--- config.mk ---
export PLATFORM = sky130hd
export DESIGN_NAME = s3x_serial_unit
export DESIGN_NICKNAME = d
export VERILOG_FILES = /design/src/rtl/s3x_pkg.sv /design/src/rtl/s3x_bit_adder.sv /design/src/rtl/s3x_state_reg.sv /design/src/rtl/s3x_serial_unit.sv
export SDC_FILE = /design/constraint.sdc
export NUM_CORES = 1
export LEC_CHECK = 0
export BUFFER_PORTS_ARGS = -buffer_cell sky130_fd_sc_hd__clkbuf_2
export CAP_MARGIN = 20
export CORE_AREA = 2 2 39 41
export DETAILED_ROUTE_END_ITERATION = 12
export DIE_AREA = 0 0 41 43
export PLACE_DENSITY = 0.3
export SLEW_MARGIN = 20
export SYNTH_ARGS = -nofsm -noshare
export SYNTH_HDL_FRONTEND = slang
export SYNTH_HIERARCHICAL = 1
export SYNTH_SLANG_ARGS = --single-unit
export TNS_END_PERCENT = 1
--- constraint.sdc ---
create_clock -name clk -period 1.1 [get_ports clk]
set_input_delay 0.165 -clock clk [delete_from_list [all_inputs] [get_ports clk]]
set_output_delay 0.165 -clock clk [all_outputs]
set_load 0.02 [all_outputs]
--- src/rtl/s3x_pkg.sv ---
package s3x_pkg;
  typedef struct packed {
    logic prev;   // input bit of the previous transfer: the 2X term
    logic carry;  // running carry; preset to 1 supplies the +1
  } s3x_state_t;

  localparam s3x_state_t S3X_INIT = '{prev: 1'b0, carry: 1'b1};
endpackage

--- src/rtl/s3x_bit_adder.sv ---
module s3x_bit_adder (
  input  logic a_i,
  input  logic b_i,
  input  logic c_i,
  output logic sum_o,
  output logic cout_o
);
  always_comb begin
    sum_o  = a_i ^ b_i ^ c_i;
    cout_o = (a_i & b_i) | (a_i & c_i) | (b_i & c_i);
  end
endmodule

--- src/rtl/s3x_state_reg.sv ---
module s3x_state_reg
  import s3x_pkg::*;
(
  input  logic       clk,
  input  logic       rst_n,
  input  logic       start_i,
  input  logic       step_i,
  input  logic       bit_i,
  input  logic       carry_nxt_i,
  output s3x_state_t state_o
);
  always_ff @(posedge clk or negedge rst_n) begin
    if (!rst_n) begin
      state_o <= S3X_INIT;
    end else if (start_i) begin
      state_o <= S3X_INIT;
    end else if (step_i) begin
      state_o.prev  <= bit_i;
      state_o.carry <= carry_nxt_i;
    end
  end

  // no accepted transfer, no state change
  assert_hold_R3: assert property (@(posedge clk) disable iff (!rst_n)
    (!start_i && !step_i) |=> $stable(state_o));

  // start leaves the initial state behind it
  assert_restart_R5: assert property (@(posedge clk) disable iff (!rst_n)
    start_i |=> (state_o.prev == 1'b0 && state_o.carry == 1'b1));

  // an accepted bit becomes the shifted term for the next transfer
  assert_capture_R2: assert property (@(posedge clk) disable iff (!rst_n)
    (!start_i && step_i) |=> (state_o.prev == $past(bit_i)));
endmodule

--- src/rtl/s3x_serial_unit.sv ---
module s3x_serial_unit
  import s3x_pkg::*;
(
  input  logic clk,
  input  logic rst_n,
  input  logic start,
  input  logic in_valid,
  output logic in_ready,
  input  logic x,
  output logic out_valid,
  input  logic out_ready,
  output logic y
);
  s3x_state_t st;
  logic       sum_bit;
  logic       carry_nxt;
  logic       step;

  always_comb begin
    in_ready  = out_ready & ~start;
    out_valid = in_valid & ~start;
    step      = in_valid & in_ready;
  end

  s3x_bit_adder u_add (
    .a_i    (x),
    .b_i    (st.prev),
    .c_i    (st.carry),
    .sum_o  (sum_bit),
    .cout_o (carry_nxt)
  );

  s3x_state_reg u_state (
    .clk         (clk),
    .rst_n       (rst_n),
    .start_i     (start),
    .step_i      (step),
    .bit_i       (x),
    .carry_nxt_i (carry_nxt),
    .state_o     (st)
  );

  assign y = sum_bit;

  // input and output transfers coincide
  assert_paired_xfer_R4: assert property (@(posedge clk) disable iff (!rst_n)
    (out_valid && out_ready) |-> (in_valid && in_ready));

  // a stalled output with a held input keeps its bit
  assert_stall_stable_R3: assert property (@(posedge clk) disable iff (!rst_n)
    (out_valid && !out_ready && !start) |=> ($stable(x) && !start) |-> $stable(y));
endmodule

==> results of run 1 <==
[final timing paths]
path / startpoint / endpoint / slack [ns] / cells past startpoint
max: u_state/state_o[0] / y / -0.39 / 2
min: start / u_state/state_o[1] / 0.16 / 2
max reg2reg: u_state/state_o[1] / u_state/state_o[0] / 0.02 / 2
min reg2reg: u_state/state_o[1] / u_state/state_o[1] / 0.59 / 2
max in group asynchronous: rst_n / u_state/state_o[0] / 0.65 / 2
min in group asynchronous: rst_n / u_state/state_o[1] / 0.25 / 2
[area by class of cell]
cell class | count | area share
multi-input cells | 8 | 0.310
well taps | 16 | 0.0856
flip-flops and latches | 2 | 0.219
repair buffers | 10 | 0.273
clock buffers | 4 | 0.112
[critical path: stages (launching register included)]
cell and delay (ns):
sky130_fd_sc_hd__dfstp_2 0.53, sky130_fd_sc_hd__fa_2 0.43, sky130_fd_sc_hd__buf_6 0.14
[where the power goes]
| group | total, uW | switching (uW) | internal, uW |
|---|---|---|---|
| registers | 81.0 | 2.32 | 78.6 |
| logic | 62.0 | 28.9 | 33.1 |
| clock network | 182 | 46.7 | 135 |
| total | 325 | 77.9 | 247 |
[per-stage QoR]
stage	hold WS (ns)	setup slack (ns)	setup TNS, ns	util	instance area, sq um
6_report	0.158	-0.387	-0.387	0.169	234
5_1_grt	0.164	-0.420	-0.434	0.169	234
4_1_cts	0.160	-0.408	-0.408	0.159	220
3_5_place_dp	-0.0476	-0.167	-0.167	0.133	184
3_3_place_gp	-0.0492	-0.158	-0.158	0.133	184
2_1_floorplan	-0.131	-0.0528	-0.0528	-	124
[cell usage after synthesis]
master	count
sky130_fd_sc_hd__dfrtp_1	1
sky130_fd_sc_hd__and3b_1	1
sky130_fd_sc_hd__a211o_1	1
sky130_fd_sc_hd__dfstp_2	1
sky130_fd_sc_hd__mux2i_1	1
sky130_fd_sc_hd__fa_1	1
sky130_fd_sc_hd__nor2_1	1
sky130_fd_sc_hd__nor2b_1	3
[what timing repair did]
| action | 4_1_cts | 5_1_grt |
|---|---|---|
| gates resized for setup | 0 | 3 |
| hold buffers | 1 | 0 |
| hold endpoints to repair | 2 | 0 |
| setup endpoints to repair | 1 | 2 |
| setup buffers | 0 | 1 |
[per-layer routing]
layer  up-vias  part of all wire  track usage
li1         61                 -            -
met1        60              0.26       0.0258
met2         4              0.65       0.0781
met3         2             0.032            0
met4         0             0.060       0.0600
met5         -                 0            0
[cells by family after synthesis]
kind of cell	Yosys count
AOI/OAI and AO/OA	1
muxes	1
DFF	2
adders and majority gates	1
and+or+nand+nor	5
==> run summary, run 1 <==
===============================================================================================
Element type at the critical path end                                                output pin
Slew Limit Headroom                                                                       0.912
I/O Buffers                                                                                   8
Register bank with the most flops                                                  u_state/state_o
Count of unique library cells instantiated by Yosys                                           8
Kind of critical path                                                                   reg2out
Static leakage power                                                                0.000109 uW
Portion of the post-synthesis area used by sequential elements                            0.423
Regs by FF count                                                                   u_state/state_o (2)
Main combinational cell family by area after synthesis                             simple AND/OR/NAND/NOR gates
Mux share of post-synthesis cell area                                                    0.0825
Number of buffers created by CTS                                                              3
Initial Utilization                                                                      0.0877
Multi-input gate area in the final layout                                            72.6 sq um
Maximum resistive drop on vdd                                                            373 uV
Routed Antenna Nets                                                                           0
Via/cell ratio                                                                             3.18
Dominant cells by area after synthesis                                             sky130_fd_sc_hd__dfstp_2 22%, sky130_fd_sc_hd__dfrtp_1 21%, sky130_fd_sc_hd__fa_1 16%
Mapped Avg Cell Area                                                                 12.1 sq um
Share of final-layout standard cells stronger than drive strength 1                       0.583
Largest net degree at the start of global routing                                             6
Via count of the first global-routing pass                                                  140
Most common cell after layout, fill and taps aside                                 sky130_fd_sc_hd__clkbuf_2
RSZ-0062 raised after global routing                                                       true
Arrival time at the worst endpoint                                                      1.32 ns
Synth Register Bits                                                                           2
Gate count of the mapped netlist                                                             10
Tmin final                                                                              1.49 ns
Synthesized-area fraction occupied by adder cells                                         0.165
Number of remaining DRC errors                                                                0
CTS tree                                                                                    yes
Syn. warnings                                                                                 6
Power density of the placed cells                                                  1390 nW/um^2
Overall overflow remaining after global route                                                 0
Number of endpoints failing setup at the final stage                                          1
Critical-path maximum fanout                                                                  2
Last weighted congestion value of the routability-driven placer                           0.507
Clock root buffer                                                                  sky130_fd_sc_hd__clkbuf_4
Total placed cells including tap cells                                                       34
Post-synthesis compound-gate area fraction                                               0.0722
Total track usage                                                                        0.0422
Max Slew Vio Count                                                                            0
Post-synthesis simple-gate area fraction                                                  0.258
Sequential cell area                                                                 51.3 sq um
Core Footprint                                                                       1380 sq um
Number of flip-flops in the largest register                                                  2
Max frequency                                                                           672 MHz
# fillers                                                                                   167
Share of the cycle needed by the critical path after routing                               1.35
Total number of vias                                                                        127
Kind of path behind the tightest hold check                                              in2reg
Slew @ Worst Pin                                                                       0.128 ns
Vertical extent of the die                                                           43 microns
Violations in the final reports                                                    negative setup slack
Dominant cell type by area after synthesis                                         sky130_fd_sc_hd__dfstp_2
Outcome                                                                            complete, but fails checks
Die footprint                                                                        1760 sq um
Required time of the worst setup path                                                   0.94 ns
Initial antenna violation count                                                               0
Reported max-cap violation count                                                              0
Post-synthesis to final-layout area growth                                                92.8%
Fraction of post-synthesis cell area in the top cell type by area                         0.216
First-pass GRT wire length                                                          462 microns
Clock input transition at the sequential cells of the worst setup and hold paths        0.03 ns
Final non-filler cell total                                                                  40
Horizontal die dimension                                                             41 microns
H-Tree Depth                                                                                  1
WL per Instance                                                                    7.13 microns
Max Buffers Root-to-Sink                                                                      2
Commonest cells after routing, fill and taps aside                                 7 x sky130_fd_sc_hd__clkbuf_2, 3 x sky130_fd_sc_hd__nor2b_1, 3 x sky130_fd_sc_hd__clkbuf_4
Layout net count                                                                             32
Boundary Pins                                                                                 9
Mapped cell area                                                                      121 sq um
First-pass iteration count of the detailed router                                             1
Overall power                                                                            325 uW
Setup slack of the critical path after layout                                         -0.387 ns
Final antenna diode count                                                                     0
Clock tree sinks                                                                              2
Final clock skew                                                                     0.00622 ns
Syn nets                                                                                     17
Detailed Route WL                                                                   285 microns
Clk Latency, worst-skew pair                                                            0.23 ns
Hold Vio Cnt, Final                                                                           0
Initial DRC count                                                                             0
Type of origin of the critical path                                                        flop
Count of standard-cell rows                                                                  14
Share of the synthesized netlist area taken by xor and xnor gates                             0
===============================================================================================
Note: power is estimated with default switching activity, not from simulation.
==> run 2, diff against run 1 <==
SYNTH_HIERARCHICAL = default   (was 1)
==> run 2 against run 1 <==
  * Final area down 3.2%
  * Sequential power grew 3.3%
  * Die area did not move
  * Non-clock buffer count down 1
  * Clock-buffer cell count stayed put
  * First-iteration DRC count up 1
  * Clock power barely moved
  * Synthesized cell count is the same
  * The run still ends with negative setup slack left
==> run summary, run 2 <==
===============================================================================================
Violations in the final reports                                                    negative setup slack   unchanged
Number of synthesized flops with an enable pin                                                0   unchanged
Detailed Route WL                                                                   290 microns   was 285 microns
Most numerous cell in the Yosys netlist                                            sky130_fd_sc_hd__nor2b_1   unchanged
Family of cells with the greatest summed delay on the critical path                  flip-flops   unchanged
Initial antenna violation count                                                               0   unchanged
Clock tree sinks                                                                              2   unchanged
Delay of the slowest cell on the worst path                                             0.54 ns   was 0.53 ns
Share of the cycle needed by the critical path after routing                               1.35   about the same
Final sum of negative setup slack                                                     -0.388 ns   was -0.387 ns
Outcome                                                                            complete, but fails checks   unchanged
Routed Antenna Nets                                                                           0   unchanged
RSZ-0062 raised after global routing                                                       true   unchanged
R2R Setup Slk                                                                           0.02 ns   about the same
Number of flip-flops in the largest register                                                  2   unchanged
Layout net count                                                                             31   was 32
Max Buffers Root-to-Sink                                                                      2   unchanged
Post-synthesis to final-layout area growth                                                86.6%   was 92.8%
Mapped cell area                                                                      121 sq um   unchanged
CP max stage cell                                                                  sky130_fd_sc_hd__dfstp_2   unchanged
Most common cell after layout, fill and taps aside                                 sky130_fd_sc_hd__clkbuf_2   unchanged
CTS tree                                                                                    yes   unchanged
Clk Latency, worst-skew pair                                                            0.23 ns   about the same
Dominant cell type by area after synthesis                                         sky130_fd_sc_hd__dfstp_2   unchanged
Commonest cells after routing, fill and taps aside                                 7 x sky130_fd_sc_hd__clkbuf_2, 3 x sky130_fd_sc_hd__clkbuf_4, 2 x sky130_fd_sc_hd__nor2b_1   was 7 x sky130_fd_sc_hd__clkbuf_2, 3 x sky130_fd_sc_hd__nor2b_1, 3 x sky130_fd_sc_hd__clkbuf_4
Final antenna diode count                                                                     0   unchanged
Max frequency                                                                           672 MHz   about the same
Share of final-layout standard cells stronger than drive strength 1                       0.565   was 0.583
Largest net degree at the start of global routing                                             6   unchanged
Buffers plus inverters on the worst setup path                                                1   unchanged
Final clock skew                                                                     0.00728 ns   was 0.00622 ns
WL per Instance                                                                    7.44 microns   was 7.13 microns
Power density of the placed cells                                                  1460 nW/um^2   was 1390 nW/um^2
Required time of the worst setup path                                                   0.94 ns   about the same
Ys flop type                                                                       sky130_fd_sc_hd__dfstp_2   unchanged
Clock root buffer                                                                  sky130_fd_sc_hd__clkbuf_4   unchanged
Total track usage                                                                        0.0402   was 0.0422
Number of buffers created by CTS                                                              3   unchanged
HPWL Detailed                                                                       233 microns
Maximum resistive drop on vdd                                                            536 uV   was 373 uV
Syn nets                                                                                     17   unchanged
Async set or reset register ratio after synthesis                                          1.00   unchanged
Worst slack, placed                                                                   -0.171 ns   was -0.167 ns
Tmin final                                                                              1.49 ns   about the same
Max Slew Vio Count                                                                            0   unchanged
Gate count of the mapped netlist                                                             10   unchanged
Overall overflow remaining after global route                                                 0   unchanged
Critical-path maximum fanout                                                                  2   unchanged
Slew Limit Headroom                                                                       0.899   was 0.912
Synth Register Bits                                                                           2   unchanged
Horizontal die dimension                                                             41 microns   unchanged
Element type at the critical path end                                                output pin   unchanged
Via count of the first global-routing pass                                                  110   was 140
First-pass iteration count of the detailed router                                             4   was 1
Last weighted congestion value of the routability-driven placer                           0.499   was 0.507
Post-layout util                                                                          0.164   was 0.169
Slew @ Worst Pin                                                                       0.151 ns   was 0.128 ns
Register bank with the most flops                                                  u_state.state_o   was u_state/state_o
H-Tree Depth                                                                                  1   unchanged
Core Footprint                                                                       1380 sq um   unchanged
Cells traversed along the worst timing path                                        fa_2 > buf_6   unchanged
Vertical extent of the die                                                           43 microns   unchanged
Number of remaining DRC errors                                                                0   unchanged
Static leakage power                                                                0.000101 uW   was 0.000109 uW
Reported max-cap violation count                                                              0   unchanged
Total number of vias                                                                        125   was 127
Hold Vio Cnt, Final                                                                           0   unchanged
Count of standard-cell rows                                                                  14   unchanged
Fraction of post-synthesis cell area in the top cell type by area                         0.216   unchanged
Dominant cells by area after synthesis                                             sky130_fd_sc_hd__dfstp_2 22%, sky130_fd_sc_hd__dfrtp_1 21%, sky130_fd_sc_hd__fa_1 16%   unchanged
Regs by FF count                                                                   u_state.state_o (2)   was u_state/state_o (2)
Type of origin of the critical path                                                        flop   unchanged
Kind of path behind the tightest hold check                                              in2reg   unchanged
Initial Utilization                                                                      0.0877   unchanged
Syn. warnings                                                                                 0   was 6
Arrival time at the worst endpoint                                                      1.32 ns   about the same
Mapped Avg Cell Area                                                                 12.1 sq um   unchanged
Count of unique library cells instantiated by Yosys                                           9   was 8
Boundary Pins                                                                                 9   unchanged
Setup slack of the critical path after layout                                         -0.388 ns   was -0.387 ns
First-pass GRT wire length                                                          386 microns   was 462 microns
I/O Buffers                                                                                   8   unchanged
Number of endpoints failing setup at the final stage                                          1   unchanged
Clock input transition at the sequential cells of the worst setup and hold paths        0.03 ns   about the same
Via/cell ratio                                                                             3.21   was 3.18
Portion of the post-synthesis area used by sequential elements                            0.423   unchanged
Initial DRC count                                                                             1   was 0
Die footprint                                                                        1760 sq um   unchanged
Kind of critical path                                                                   reg2out   unchanged
===============================================================================================
run 2: worst paths after layout:
path,startpoint,end,cells after the start
worst min register to register,u_state.state_o[1],u_state.state_o[1],2
worst min-delay path,start,u_state.state_o[1],2
min in group asynchronous,rst_n,u_state.state_o[1],2
worst max register to register,u_state.state_o[0],u_state.state_o[0],2
worst max-delay path,u_state.state_o[0],y,2
max in group asynchronous,rst_n,u_state.state_o[0],2
run 2: report_power, final:
part	switching [uW]	internal, uW	leakage (uW)
registers	3.56	80.2	0.0000241
logic	32.5	34.1	0.0000619
clock network	45.4	135	0.0000150
run 2: worst reg2reg max path: cells and delay by family (launching register included):
family                   cells  cell delay, ns
adder cells (fa/ha/maj)      1            0.36
flip-flops                   1            0.37
AO/OA/AOI/OAI                1            0.27
run 2: metrics by stage:
stage / total power (uW) / hold WS, ns / std cells / area [sq um]
floorplan: 117 / -0.131 / 10 / 124
global placement: 138 / -0.0500 / 34 / 184
detailed placement: 140 / -0.0480 / 34 / 184
CTS: 336 / 0.138 / 39 / 220
global route: 359 / 0.161 / 39 / 226
finish: 331 / 0.150 / 39 / 226
run 2: timing repair:
action | 4_1_cts | 5_1_grt
hold buffers | 1 | 0
pin swaps | 1 | 0
hold endpoints to repair | 2 | 0
setup endpoints to repair | 2 | 2
gates resized for setup | 0 | 3
buffers inserted | 0 | 0
run 2: cell type report:
cell class | count | area [sq um]
fillers | 159 | 1160
repair buffers | 9 | 56.3
flip-flops and latches | 2 | 51.3
multi-input cells | 8 | 72.6
well taps | 16 | 20.0
clock buffers | 4 | 26.3
run 2: per-layer routing:
| metal | part of all wire | GRT usage |
|---|---|---|
| met5 | 0 | 0 |
| met4 | 0 | 0.0600 |
| met3 | 0.18 | 0.0314 |
| met2 | 0.34 | 0.0344 |
| met1 | 0.47 | 0.0452 |
run 2: logic make-up (layout without fill, tap and decap cells):
family          count (synthesis)  in the layout  share of synthesized area
buf+inv                         0             13                          0
flops                           2              2                      0.423
simple gates                    3              3                      0.144
compound gates                  4              4                      0.268
fa+ha+maj                       1              1                      0.165
